[src/rtl/swire_pkg.sv]
`timescale 1ns/1ps
package swire_pkg;

    typedef enum logic [3:0] {
        ST_IDLE,
        ST_TX_SYNC_LO,
        ST_TX_SYNC_HI,
        ST_TX_DATA,
        ST_TX_PAR,
        ST_TX_TAIL,
        ST_RX_WAIT_LO,
        ST_RX_WAIT_HI,
        ST_RX_BITS,
        ST_RX_DONE
    } swf_state_e;

endpackage

[src/rtl/swire_timer.sv]
`timescale 1ns/1ps
// Down counter shared by every timed phase; load wins over decrement,
// decrement saturates at zero.
module swire_timer #(
    parameter int CNT_W = 8
) (
    input  logic             clk,
    input  logic             rst_n,
    input  logic             load,
    input  logic [CNT_W-1:0] load_val,
    input  logic             dec,
    output logic             zero
);

    logic [CNT_W-1:0] cnt;

    always_ff @(posedge clk) begin
        if (!rst_n) begin
            cnt <= '0;
        end else if (load) begin
            cnt <= load_val;
        end else if (dec && (cnt != '0)) begin
            cnt <= cnt - 1'b1;
        end
    end

    assign zero = (cnt == '0);

endmodule

[src/rtl/swire_shifter.sv]
`timescale 1ns/1ps
// Shared shift register and parity accumulator for both directions.
module swire_shifter #(
    parameter int DATA_W = 8
) (
    input  logic              clk,
    input  logic              rst_n,
    input  logic              ld_tx,
    input  logic              wide,
    input  logic [DATA_W-1:0] tx_word,
    input  logic              clr,
    input  logic              shift_tx,
    input  logic              shift_rx,
    input  logic              commit,
    input  logic              rx_bit,
    output logic              tx_bit,
    output logic              par_acc,
    output logic [DATA_W-1:0] rx_data,
    output logic              parity_err
);

    logic [DATA_W-1:0] sr;
    logic              acc;
    logic [DATA_W-1:0] load_word;

    // A short chunk is left-justified so the MSB always leaves first.
    always_comb begin
        if (wide) begin
            load_word = tx_word;
        end else begin
            load_word = {tx_word[DATA_W-2:0], 1'b0};
        end
    end

    always_ff @(posedge clk) begin
        if (!rst_n) begin
            sr  <= '0;
            acc <= 1'b0;
        end else if (ld_tx) begin
            sr  <= load_word;
            acc <= 1'b0;
        end else if (clr) begin
            sr  <= '0;
            acc <= 1'b0;
        end else if (shift_tx) begin
            sr  <= {sr[DATA_W-2:0], 1'b0};
            acc <= acc ^ sr[DATA_W-1];
        end else if (shift_rx) begin
            sr  <= {sr[DATA_W-2:0], rx_bit};
            acc <= acc ^ rx_bit;
        end
    end

    always_ff @(posedge clk) begin
        if (!rst_n) begin
            rx_data    <= '0;
            parity_err <= 1'b0;
        end else if (commit) begin
            rx_data    <= sr;
            parity_err <= acc ^ rx_bit;
        end
    end

    assign tx_bit  = sr[DATA_W-1];
    assign par_acc = acc;

endmodule

[src/rtl/swire_ctrl.sv]
`timescale 1ns/1ps
module swire_ctrl
    import swire_pkg::*;
#(
    parameter int DATA_W   = 8,
    parameter int BIT_CYC  = 96,
    parameter int TMO_BITS = 5,
    parameter int CNT_W    = 9,
    parameter int IDX_W    = 4
) (
    input  logic             clk,
    input  logic             rst_n,
    input  logic             start,
    input  logic             tx_mode,
    input  logic             wide,
    input  logic             line_in,
    input  logic             tmr_zero,
    input  logic             tx_bit,
    input  logic             par_acc,
    output logic             tmr_load,
    output logic [CNT_W-1:0] tmr_val,
    output logic             tmr_dec,
    output logic             sh_ld_tx,
    output logic             sh_clr,
    output logic             sh_shift_tx,
    output logic             sh_shift_rx,
    output logic             sh_commit,
    output logic             line_out,
    output logic             line_oe,
    output logic             done
);

    localparam logic [CNT_W-1:0] LD_BIT  = CNT_W'(BIT_CYC - 1);
    localparam logic [CNT_W-1:0] LD_HALF = CNT_W'(BIT_CYC / 2);
    localparam logic [CNT_W-1:0] LD_TMO  = CNT_W'(TMO_BITS * BIT_CYC - 1);
    localparam logic [IDX_W-1:0] FULL_N  = IDX_W'(DATA_W);

    swf_state_e       state, next_state;
    logic             wide_q;
    logic [IDX_W-1:0] bidx;
    logic [IDX_W-1:0] n_bits;

    assign n_bits = wide_q ? FULL_N : (FULL_N - 1'b1);

    // State register
    always_ff @(posedge clk) begin
        if (!rst_n) begin
            state <= ST_IDLE;
        end else begin
            state <= next_state;
        end
    end

    // Chunk width latch and bit index
    always_ff @(posedge clk) begin
        if (!rst_n) begin
            wide_q <= 1'b1;
            bidx   <= '0;
        end else begin
            if ((state == ST_IDLE) && start) begin
                wide_q <= wide;
            end
            if (state == ST_TX_SYNC_HI) begin
                bidx <= n_bits - 1'b1;
            end else if ((state == ST_RX_WAIT_HI) && line_in) begin
                bidx <= n_bits;
            end else if (((state == ST_TX_DATA) || (state == ST_RX_BITS))
                         && tmr_zero && (bidx != '0)) begin
                bidx <= bidx - 1'b1;
            end
        end
    end

    // Next-state logic
    always_comb begin
        next_state = state;
        unique case (state)
            ST_IDLE: begin
                if (start) begin
                    next_state = tx_mode ? ST_TX_SYNC_LO : ST_RX_WAIT_LO;
                end
            end
            ST_TX_SYNC_LO: if (tmr_zero) next_state = ST_TX_SYNC_HI;
            ST_TX_SYNC_HI: next_state = ST_TX_DATA;
            ST_TX_DATA: begin
                if (tmr_zero && (bidx == '0)) next_state = ST_TX_PAR;
            end
            ST_TX_PAR:     if (tmr_zero) next_state = ST_TX_TAIL;
            ST_TX_TAIL:    if (tmr_zero) next_state = ST_IDLE;
            ST_RX_WAIT_LO: begin
                if (!line_in || tmr_zero) next_state = ST_RX_WAIT_HI;
            end
            ST_RX_WAIT_HI: if (line_in) next_state = ST_RX_BITS;
            ST_RX_BITS: begin
                if (tmr_zero && (bidx == '0)) next_state = ST_RX_DONE;
            end
            ST_RX_DONE:    next_state = ST_IDLE;
            default:       next_state = ST_IDLE;
        endcase
    end

    // Outputs and datapath controls
    always_comb begin
        tmr_load    = 1'b0;
        tmr_val     = LD_BIT;
        tmr_dec     = 1'b0;
        sh_ld_tx    = 1'b0;
        sh_clr      = 1'b0;
        sh_shift_tx = 1'b0;
        sh_shift_rx = 1'b0;
        sh_commit   = 1'b0;
        line_oe     = 1'b0;
        line_out    = 1'b1;
        done        = 1'b0;
        unique case (state)
            ST_IDLE: begin
                if (start) begin
                    tmr_load = 1'b1;
                    if (tx_mode) begin
                        sh_ld_tx = 1'b1;
                    end else begin
                        tmr_val = LD_TMO;
                        sh_clr  = 1'b1;
                    end
                end
            end
            ST_TX_SYNC_LO: begin
                line_oe  = 1'b1;
                line_out = 1'b0;
                tmr_dec  = 1'b1;
            end
            ST_TX_SYNC_HI: begin
                line_oe  = 1'b1;
                line_out = 1'b1;
                tmr_load = 1'b1;
            end
            ST_TX_DATA: begin
                line_oe  = 1'b1;
                line_out = tx_bit;
                if (tmr_zero) begin
                    sh_shift_tx = 1'b1;
                    tmr_load    = 1'b1;
                end else begin
                    tmr_dec = 1'b1;
                end
            end
            ST_TX_PAR: begin
                line_oe  = 1'b1;
                line_out = par_acc;
                if (tmr_zero) begin
                    tmr_load = 1'b1;
                end else begin
                    tmr_dec = 1'b1;
                end
            end
            ST_TX_TAIL: begin
                line_oe  = 1'b1;
                line_out = 1'b0;
                tmr_dec  = 1'b1;
                done     = tmr_zero;
            end
            ST_RX_WAIT_LO: begin
                tmr_dec = 1'b1;
            end
            ST_RX_WAIT_HI: begin
                if (line_in) begin
                    tmr_load = 1'b1;
                    tmr_val  = LD_HALF;
                end
            end
            ST_RX_BITS: begin
                if (tmr_zero) begin
                    if (bidx == '0) begin
                        sh_commit = 1'b1;
                    end else begin
                        sh_shift_rx = 1'b1;
                        tmr_load    = 1'b1;
                    end
                end else begin
                    tmr_dec = 1'b1;
                end
            end
            ST_RX_DONE: begin
                done = 1'b1;
            end
            default: ;
        endcase
    end

endmodule

[src/rtl/swire_framer.sv]
`timescale 1ns/1ps
module swire_framer #(
    parameter int DATA_W   = 8,
    parameter int BIT_CYC  = 96,
    parameter int TMO_BITS = 5
) (
    input  logic              clk,
    input  logic              rst_n,
    input  logic              start,
    input  logic              tx_mode,
    input  logic              wide,
    input  logic [DATA_W-1:0] tx_data,
    input  logic              line_in,
    output logic              line_out,
    output logic              line_oe,
    output logic [DATA_W-1:0] rx_data,
    output logic              done,
    output logic              parity_err
);

    localparam int CNT_W = $clog2(TMO_BITS * BIT_CYC);
    localparam int IDX_W = $clog2(DATA_W + 1);

    logic             tmr_load, tmr_dec, tmr_zero;
    logic [CNT_W-1:0] tmr_val;
    logic             sh_ld_tx, sh_clr, sh_shift_tx, sh_shift_rx, sh_commit;
    logic             tx_bit, par_acc;

    swire_ctrl #(
        .DATA_W  (DATA_W),
        .BIT_CYC (BIT_CYC),
        .TMO_BITS(TMO_BITS),
        .CNT_W   (CNT_W),
        .IDX_W   (IDX_W)
    ) u_ctrl (
        .clk        (clk),
        .rst_n      (rst_n),
        .start      (start),
        .tx_mode    (tx_mode),
        .wide       (wide),
        .line_in    (line_in),
        .tmr_zero   (tmr_zero),
        .tx_bit     (tx_bit),
        .par_acc    (par_acc),
        .tmr_load   (tmr_load),
        .tmr_val    (tmr_val),
        .tmr_dec    (tmr_dec),
        .sh_ld_tx   (sh_ld_tx),
        .sh_clr     (sh_clr),
        .sh_shift_tx(sh_shift_tx),
        .sh_shift_rx(sh_shift_rx),
        .sh_commit  (sh_commit),
        .line_out   (line_out),
        .line_oe    (line_oe),
        .done       (done)
    );

    swire_timer #(
        .CNT_W(CNT_W)
    ) u_timer (
        .clk     (clk),
        .rst_n   (rst_n),
        .load    (tmr_load),
        .load_val(tmr_val),
        .dec     (tmr_dec),
        .zero    (tmr_zero)
    );

    swire_shifter #(
        .DATA_W(DATA_W)
    ) u_shift (
        .clk       (clk),
        .rst_n     (rst_n),
        .ld_tx     (sh_ld_tx),
        .wide      (wide),
        .tx_word   (tx_data),
        .clr       (sh_clr),
        .shift_tx  (sh_shift_tx),
        .shift_rx  (sh_shift_rx),
        .commit    (sh_commit),
        .rx_bit    (line_in),
        .tx_bit    (tx_bit),
        .par_acc   (par_acc),
        .rx_data   (rx_data),
        .parity_err(parity_err)
    );

endmodule

[config.mk]
export PLATFORM = sky130hd
export DESIGN_NAME = swire_framer
export DESIGN_NICKNAME = d
export VERILOG_FILES = /design/src/rtl/swire_pkg.sv /design/src/rtl/swire_timer.sv /design/src/rtl/swire_shifter.sv /design/src/rtl/swire_ctrl.sv /design/src/rtl/swire_framer.sv
export SDC_FILE = /design/constraint.sdc
export NUM_CORES = 1
export LEC_CHECK = 0
export ABC_AREA = 1
export ABC_CLOCK_PERIOD_IN_PS = 5200
export BUFFER_PORTS_ARGS = -buffer_cell sky130_fd_sc_hd__buf_2
export CORE_MARGIN = 2
export CORE_UTILIZATION = 55
export DETAILED_ROUTE_END_ITERATION = 16
export GPL_TIMING_DRIVEN = 0
export PLACE_DENSITY_LB_ADDON = 0.15
export SLEW_MARGIN = 10
export SYNTH_ARGS = -nofsm -noshare
export SYNTH_HDL_FRONTEND = slang
export SYNTH_SLANG_ARGS = --single-unit
[constraint.sdc]
create_clock -name clk -period 5.2 [get_ports clk]
set_clock_uncertainty 0.1 [all_clocks]
set_input_delay 1.04 -clock clk [delete_from_list [all_inputs] [get_ports clk]]
set_output_delay 1.04 -clock clk [all_outputs]
set_load 0.02 [all_outputs]
==> impl_metrics.py <==
metrics = {
    "outcome": {
        "status": "completed",
    },
    "yosys": {
        "yosysSeqAreaShare_pct": 33.5,
        "synth_area_leader_cell": "dfxtp_1",
        "synth_top_area_share_pct": 33.5,
        "ys_top_cells_by_area": "dfxtp_1 34%, nand2_1 14%, nand3_1 8.4%, nor2_1 8.2%, inv_1 6.6%",
        "synth_seq_cells": 36,
        "syn_area_per_cell_um2": 6.32,
        "synth_cell_types": 33,
        "syn-num-nets": 357,
        "yosysWarnings": 0,
        "synth_area_um2": 2150,
        "netlist_instances": 340,
    },
    "clock_tree": {
        "insertion_delay_ns": 0.29,
        "cts.path.max_buffers": 2,
        "cts_root_buf": "clkbuf_8",
        "clk_pin_slew_ns": 0.08,
        "cts.htree.levels": 2,
        "cts_tree": "done",
        "clock-sinks": 36,
        "post_cts_buffers": 0,
        "cts_resized": 0,
        "hold_buffers": 0,
        "cts_made_buffers": 5,
    },
    "placed_design": {
        "place_congestion": 0.862,
        "dpl_cell_area_um2": 2330,
        "dp_hpwl_um": 3700,
        "port_buffers": 25,
    },
    "detailed_routing": {
        "wire_per_inst_um": 11.8,
        "drc": 0,
        "vias_per_cell": 5.18,
        "detail_route.iter0.violations": 202,
        "routed-via-count": 2182,
        "first_pass_iters": 4,
        "ant_nets": 0,
        "drt-total-wl_um": 4970,
    },
    "global_route": {
        "grt_pass1_wl_um": 8690,
        "antenna_found_initial": 0,
        "grt_usage_pct": 25.5,
        "grt_pass1_vias": 1958,
        "globalRouteOverflowTotal": 0,
        "grt_max_degree": 12,
    },
    "finish": {
        "drive_above_1_share_pct": 14.5,
        "area_growth_pct": 13.0,
        "diodes": 0,
        "finalInstanceArea_um2": 2430,
        "nNetsFinal": 389,
    },
    "sta": {
        "worstMarginPinSlew_ns": 0.536,
        "hold_violations": 0,
        "finalSetupViolCount": 0,
        "slew_violations": 0,
        "setup-tns-final_ns": 0,
        "period_minus_slack_ns": 2.93,
        "holdWs_ns": 0.361,
        "fin_crit_sh_pct": 56.4,
        "maxSlewHeadroom_pct": 64.3,
        "fmax_ghz": 0.341,
        "rsz0062_at_grt": "false",
    },
    "hold_path": {
        "min_to": "u_shift.rx_data[5]",
        "hold_start": "u_shift.rx_data[5]",
        "worstHoldPathType": "reg2reg",
        "min_path_cells": 2,
    },
    "pwr": {
        "p_leak_nw": 1.17,
        "totalPowerFinal_mw": 1.37,
        "vdd_ir_drop_max_v": 0.000302,
        "p_per_area_nw_per_um2": 565,
    },
    "floorplanning": {
        "core-area_um2": 3720,
        "ios": 26,
        "start_util_pct": 57.8,
        "rows": 22,
        "die_h_um": 66.5,
        "fp.dieArea_um2": 4420,
        "die_w_um": 66.5,
    },
    "setup_path": {
        "arrival_ns": 1.79,
        "worstSetupPathType": "reg2out",
        "worstRegToRegCells": 14,
        "crit_required_ns": 4.06,
        "critPathCaptureType": "output port",
        "regToRegEndpoint": "u_shift.sr[5]",
        "reg2reg_from": "u_timer.cnt[0]",
        "r2r_slack_ns": 3.15,
        "cp_max_fo": 5,
        "worstSetupStartpointType": "flip-flop",
    },
    "flow_run": {
        "drv_cap": 0,
    },
}
## Yosys cell counts (all sizes together)
library cell / n
mux2i: 1
a21o: 1
a22oi: 2
a21oi: 24
dfxtp: 36
nor4: 1
o31ai: 1
o211ai: 1
buf: 2
nor2: 53
nand3: 36
xor2: 2
inv: 42
nor3: 4
nand3b: 1
nand4: 2
o21ai: 29
and2: 1
ha: 3
a31oi: 3
nand2: 88
xnor2: 2
clkbuf: 5
## power breakdown
group	leakage, nW	internal [mW]	switching [mW]
Combinational	0.831	0.261	0.482
Sequential	0.295	0.352	0.0624
Clock	0.0445	0.108	0.106
## registers in the layout (all words and copies together) (netlist names)
name / cells
u_timer.cnt: 9
u_shift.rx_data: 8
u_shift.sr: 8
u_ctrl.bidx: 4
u_ctrl.state: 4
u_ctrl.wide_q: 1
u_shift.par_acc: 1
u_shift.parity_err: 1
## placed cells by master (no fill, tap or decap), types with 2 or more instances in the layout
cell type	netlist	layout
o21ai_1	7	7
nor2_1	47	47
a21oi_1	23	23
nor2_2	2	2
buf_2	1	26
o21ai_0	21	21
xnor2_1	2	2
xor2_1	2	2
nor3_1	4	4
a31oi_1	3	3
nor2_4	4	4
dfxtp_1	36	36
ha_1	3	3
clkbuf_1	5	6
inv_2	3	3
a22oi_1	2	2
nand3_1	36	36
nand4_1	2	2
nand2_2	7	7
clkbuf_8	0	6
nand2_1	80	80
inv_1	38	38
## cells by family (layout without fill, tap and decap cells)
family | count (synthesis) | count (layout) | synth area share, %
simple gates | 186 | 186 | 38.2
mux | 1 | 1 | 0.466
compound gates | 61 | 61 | 15.3
flops | 36 | 36 | 33.5
fa+ha+maj | 3 | 3 | 1.75
buf+inv | 49 | 82 | 9.08
xor+xnor | 4 | 4 | 1.63
## metal layers
layer  routed length [µm]  track usage [%]  up-vias  share of wire (%)
met4                  106             9.69        0                2.1
li1                     -                -     1163                  -
met5                    0                0        -                  0
met1                 2360             33.5      952                 47
met2                 2260             40.9       57                 45
met3                  244             5.41       10                4.9
## critical path: stages (launching register included)
cell and delay (ns):
dfxtp_1 0.32, inv_1 0.10, ha_1 0.20, nand2_1 0.14, nor2_4 0.16, nand2_2 0.12, inv_2 0.11, nand2_1 0.05
a21oi_1 0.12, buf_2 0.17
## through the flow
step                      utilization [%]  std cells  setup slack, ns
after CTS                            65.4        421             2.26
after global routing                 65.4        421             2.13
after floorplan                         -        340             2.66
final                                65.4        421             2.27
after detailed placement             62.8        413             2.60
after global placement               62.8        413             2.61
## worst max path at each step
stage | startpoint | to | slack [ns] | cells after the start
final | u_timer.cnt[0] | done | 2.27 | 9
after global routing | u_timer.cnt[0] | done | 2.13 | 9
after CTS | u_timer.cnt[0] | done | 2.26 | 9
after detailed placement | u_timer.cnt[0] | done | 2.60 | 9
after global placement | u_timer.cnt[0] | done | 2.61 | 9
after floorplan | u_timer.cnt[0] | done | 2.66 | 8
## final cells by class
class | count | area (µm²)
timing repair buffer | 25 | 125
multi-input combinational | 255 | 1230
clock buffer | 7 | 86.3
tap | 48 | 60.1
inverter | 42 | 160
clock inverter | 1 | 7.51
fill | 364 | 1290
buffer | 7 | 35.0
sequential | 36 | 721
(Power assumes the default switching activity.)
